**src/rtl/cst_pkg.sv**
```systemverilog
package cst_pkg;

  // Generate/propagate pair describing one bit range
  typedef struct packed {
    logic g;
    logic p;
  } gp_t;

  // Prefix combine of an upper range with the range just below it
  // (or overlapping it; the operator is idempotent)
  function automatic gp_t gp_join(input gp_t hi, input gp_t lo);
    gp_t r;
    r.g = hi.g | (hi.p & lo.g);
    r.p = hi.p & lo.p;
    return r;
  endfunction

endpackage

```
**src/rtl/cst_merge.sv**
```systemverilog
module cst_merge
  import cst_pkg::*;
#(
  parameter int N = 4
) (
  input  gp_t [N-1:0] ops_i,   // index 0 is the least significant range
  output gp_t         span_o
);

  // Serial chain from the low operand upward, like a short carry chain
  always_comb begin
    gp_t acc;
    acc = ops_i[0];
    for (int i = 1; i < N; i++) begin
      acc = gp_join(ops_i[i], acc);
    end
    span_o = acc;
  end

endmodule

```
**src/rtl/cst_boundary_node.sv**
```systemverilog
module cst_boundary_node
  import cst_pkg::*;
#(
  parameter int NGRP = 7,
  parameter int J    = 1        // boundary index: carry into bit 8*J
) (
  input  gp_t [NGRP:1] span_i,  // 16-bit spans ending at each byte boundary
  input  gp_t          cin_i,
  output logic         carry_o
);

  // Odd J: spans J, J-2, .., 1 (span 1 already holds the carry-in).
  // Even J: spans J, J-2, .., 2 plus the carry-in as lowest operand.
  localparam bit ODD_J = (J % 2) == 1;
  localparam int NOPS  = ODD_J ? (J + 1) / 2 : J / 2 + 1;

  gp_t [NOPS-1:0] ops;
  gp_t            span;

  generate
    if (ODD_J) begin : g_odd
      for (genvar t = 0; t < NOPS; t++) begin : g_op
        assign ops[t] = span_i[1 + 2 * t];
      end
    end else begin : g_even
      assign ops[0] = cin_i;
      for (genvar t = 1; t < NOPS; t++) begin : g_op
        assign ops[t] = span_i[2 * t];
      end
    end
  endgenerate

  cst_merge #(.N(NOPS)) u_merge (
    .ops_i  (ops),
    .span_o (span)
  );

  assign carry_o = span.g;

endmodule

```
**src/rtl/cst_carry_tree.sv**
```systemverilog
module cst_carry_tree
  import cst_pkg::*;
#(
  parameter int WIDTH = 56,     // multiple of 8, at most 64
  parameter int RADIX = 4
) (
  input  logic [WIDTH-1:0]       gen_i,
  input  logic [WIDTH-1:0]       prop_i,
  input  logic                   cin_i,
  output logic [WIDTH/8:0]       carry_o
);

  localparam int GROUP = 2 * RADIX;          // byte group width
  localparam int NNIB  = WIDTH / RADIX;      // level-one spans
  localparam int NGRP  = WIDTH / GROUP;      // boundaries above bit 0

  gp_t [WIDTH-1:0] bits;
  gp_t [NNIB-1:0]  nib;
  gp_t [NGRP:1]    span16;
  gp_t             cin_gp;

  assign cin_gp = '{g: cin_i, p: 1'b0};

  // Level 0: pack per-bit terms
  generate
    for (genvar i = 0; i < WIDTH; i++) begin : g_bit
      assign bits[i] = '{g: gen_i[i], p: prop_i[i]};
    end
  endgenerate

  // Level 1: 4-bit spans
  generate
    for (genvar n = 0; n < NNIB; n++) begin : g_l1
      cst_merge #(.N(RADIX)) u_l1 (
        .ops_i  (bits[RADIX*n +: RADIX]),
        .span_o (nib[n])
      );
    end
  endgenerate

  // Level 2: 16-bit span ending at each byte boundary; neighbours overlap
  generate
    for (genvar j = 1; j <= NGRP; j++) begin : g_l2
      if (j == 1) begin : g_low
        cst_merge #(.N(3)) u_l2 (
          .ops_i  ({nib[1], nib[0], cin_gp}),
          .span_o (span16[j])
        );
      end else begin : g_mid
        cst_merge #(.N(RADIX)) u_l2 (
          .ops_i  (nib[2*j-1 -: RADIX]),
          .span_o (span16[j])
        );
      end
    end
  endgenerate

  // Level 3: one node per boundary
  assign carry_o[0] = cin_i;
  generate
    for (genvar j = 1; j <= NGRP; j++) begin : g_l3
      cst_boundary_node #(.NGRP(NGRP), .J(j)) u_node (
        .span_i  (span16),
        .cin_i   (cin_gp),
        .carry_o (carry_o[j])
      );
    end
  endgenerate

  // Checks at each boundary
  generate
    for (genvar k = 1; k <= NGRP; k++) begin : g_chk
      always_comb begin
        if (gen_i[GROUP*k-1]) begin
          p_gen_forces_r6: assert (carry_o[k] == 1'b1)
            else $error("R6: generate below boundary %0d not seen", k);
        end
        if (!gen_i[GROUP*k-1] && !prop_i[GROUP*k-1]) begin
          p_kill_clears_r7: assert (carry_o[k] == 1'b0)
            else $error("R7: kill below boundary %0d not honoured", k);
        end
        if ((&prop_i[GROUP*(k-1) +: GROUP]) && !(|gen_i[GROUP*(k-1) +: GROUP])) begin
          p_byte_pass_r4: assert (carry_o[k] == carry_o[k-1])
            else $error("R4: propagating byte %0d altered carry", k-1);
        end
      end
    end
  endgenerate

  always_comb begin
    if (gen_i == '0 && prop_i == '0) begin
      p_zero_word_r5: assert (carry_o[NGRP:1] == '0)
        else $error("R5: zero operands produced a carry");
    end
  end

endmodule

```
**config.mk**
```make
export PLATFORM = sky130hd
export DESIGN_NAME = cst_carry_tree
export DESIGN_NICKNAME = d
export VERILOG_FILES = /design/src/rtl/cst_pkg.sv /design/src/rtl/cst_merge.sv /design/src/rtl/cst_boundary_node.sv /design/src/rtl/cst_carry_tree.sv
export SDC_FILE = /design/constraint.sdc
export NUM_CORES = 1
export LEC_CHECK = 0
export BUFFER_PORTS_ARGS = -buffer_cell sky130_fd_sc_hd__buf_2
export CORE_ASPECT_RATIO = 1.1
export CORE_MARGIN = 4
export CORE_UTILIZATION = 24
export DETAILED_ROUTE_END_ITERATION = 8
export PLACE_DENSITY = 0.91
export SLEW_MARGIN = 15
export SYNTH_ARGS = -nofsm -noshare
export SYNTH_HDL_FRONTEND = slang
export SYNTH_SLANG_ARGS = --single-unit
export TNS_END_PERCENT = 100
```
**constraint.sdc**
```tcl
create_clock -name vclk -period 1.3
set_clock_uncertainty 0.2 [all_clocks]
set_input_delay 0.065 -clock vclk [all_inputs]
set_output_delay 0.065 -clock vclk [all_outputs]
set_load 0.02 [all_outputs]
```
==> impl_metrics.ini <==
[global_route]
grt_pass1_vias = 1233
top_usage_layer = met2
grt_first_pass_wirelength_microns = 4680
gr-usage-met3_pct = 2.94
grtUsageTotal_pct = 15.9
grt.met1_usage_pct = 15.6
grt_util_met2_pct = 35.8
grt_antenna_before_repair = 0
grt_max_degree = 5
gr-total-overflow = 0

[cells_and_area]
area_growth_syn_to_layout_pct = 133
layout-drive-gt1-share_pct = 67.8
final_core_util_pct = 58.4
regArea_sq_um = 0
final_cell_mix = buf_2 (110), buf_4 (21), nand2_1 (13), a21oi_1 (13), buf_6 (9)
seq_cells = 0
antenna_cells = 0
final_common_cell = buf_2
clockBufferCount = 0
nets = 348
fillCellCount = 235

[run]
max-cap-violations = 0

[yosys]
synth_fp_nets = 214
synthCells = 101
syn_area_per_cell_sq_um = 6.21
syn_area_sq_um = 627
synth_warnings = 0
ys_seq_area_share_pct = 0
synth_cell_types = 29

[placement]
io_buffers = 121
gp_congestion = 0.795
dp_hpwl_microns = 2800

[critical_path]
critical_path.startpoint_type = input pin
critical_path_class = in -> out
cp.arrival_ns = 1.35
required_ns = 1.03
cp_max_fo = 3
crit_path_end_kind = primary output

[routing]
drt_iter0_markers = 49
drc_errors = 0
wl_per_cell_microns = 11.7
totalWireLength_microns = 3100
ant_nets = 0
viasPerCell = 4.90
vias = 1293
first_pass_iters = 4

[sta]
slew_headroom_pct = 82.3
setup_slack_ns = -0.314
finalSetupTns_ns = -1.25
clock.fmax_ghz = 0.620
min_period_ns = 1.61
rsz0062_at_grt = true
fin_crit_sh_pct = 124
finalHoldViolCount = 0
setup_viol_count_final = 6
slew_violations = 0
worst-slew-pin-transition_ns = 0.265

[floorplan]
row_count = 19
initial_utilization_pct = 25.1
coreArea_sq_um = 2500
die_area_sq_um = 3490
io_pins = 121
fp.dieW_microns = 56.7
die_h_microns = 61.6

[worst_hold_path]
hp-class = in -> out

[run_status]
violations = negative setup slack
status = complete, but fails checks

[power]
max-vdd-ir-drop_uv = 201
p_leak_nw = 0.788
p_per_area_nw_per_um2 = 292
==> stage by stage <==
stage	power [W]	std cells	worst slack [ns]	hold WS [ns]	cell area [sq um]
finish	0.000426	264	-0.314	0.148	1460
global route	0.000469	264	-0.422	0.164	1460
CTS	0.000415	262	-0.333	0.152	1430
detailed placement	0.000381	261	-0.361	0.179	1350
global placement	0.000372	261	-0.320	0.176	1350
floorplan	0.000157	101	-0.122	0.0426	648
==> cell type report <==
cell class	instances	area, sq um	area share, %
repair buffers	140	810	55.5
well taps	31	38.8	2.66
inverters	3	11.3	0.773
multi-input cells	90	598	41.0
==> kinds of logic after synthesis <==
family	count (synthesis)	share of synthesized area (%)
AND/OR/NAND/NOR	42	34.3
buffers and inverters	11	11.4
AO/OA/AOI/OAI	48	54.3
==> Yosys cell counts (2+ instances only) <==
cell type	count	share of area [%]
a211oi_1	2	2.4
a21o_1	8	9.6
a21oi_1	17	14
a221oi_2	3	7.2
and4_1	3	4.2
buf_4	8	9.6
inv_1	3	1.8
nand2_1	13	7.8
nand3_1	6	4.8
nand4_1	7	7.0
nor2_1	7	4.2
o21ai_0	4	3.2
o21ai_1	4	3.2
==> per-layer routing <==
| metal | vias up | wire, microns | share of wire [%] |
|---|---|---|---|
| li1 | 658 | - | - |
| met1 | 562 | 992 | 32 |
| met2 | 71 | 1700 | 55 |
| met3 | 2 | 386 | 12 |
| met4 | 0 | 18 | 0.58 |
| met5 | - | 0 | 0 |
==> worst paths after layout <==
path / from / endpoint / slack (ns) / cells past startpoint
setup / recovery: prop_i[37] / carry_o[7] / -0.31 / 8
hold / removal: cin_i / carry_o[0] / 0.15 / 2
==> report_power, final <==
group | leakage [nW] | switching, W | internal (W) | total (W)
combinational | 0.788 | 0.000175 | 0.000250 | 0.000426
sequential | 0 | 0 | 0 | 0
clock | 0 | 0 | 0 | 0
total | 0.788 | 0.000175 | 0.000250 | 0.000426
==> worst max-delay path, cell delays in order <==
cell and delay (ns):
buf_6 0.09, a21o_1 0.16, a21o_1 0.16, a221oi_2 0.25
o221ai_2 0.14, a31oi_2 0.22, a22oi_1 0.09, buf_2 0.17
==> repair_timing <==
| action | CTS | global route |
|---|---|---|
| hold buffers | 0 | 0 |
| setup endpoints to repair | 6 | 6 |
| pin swaps | 13 | 8 |
| resized for setup | 18 | 5 |
| buffers inserted | 1 | 3 |
(Power assumes the default switching activity.)
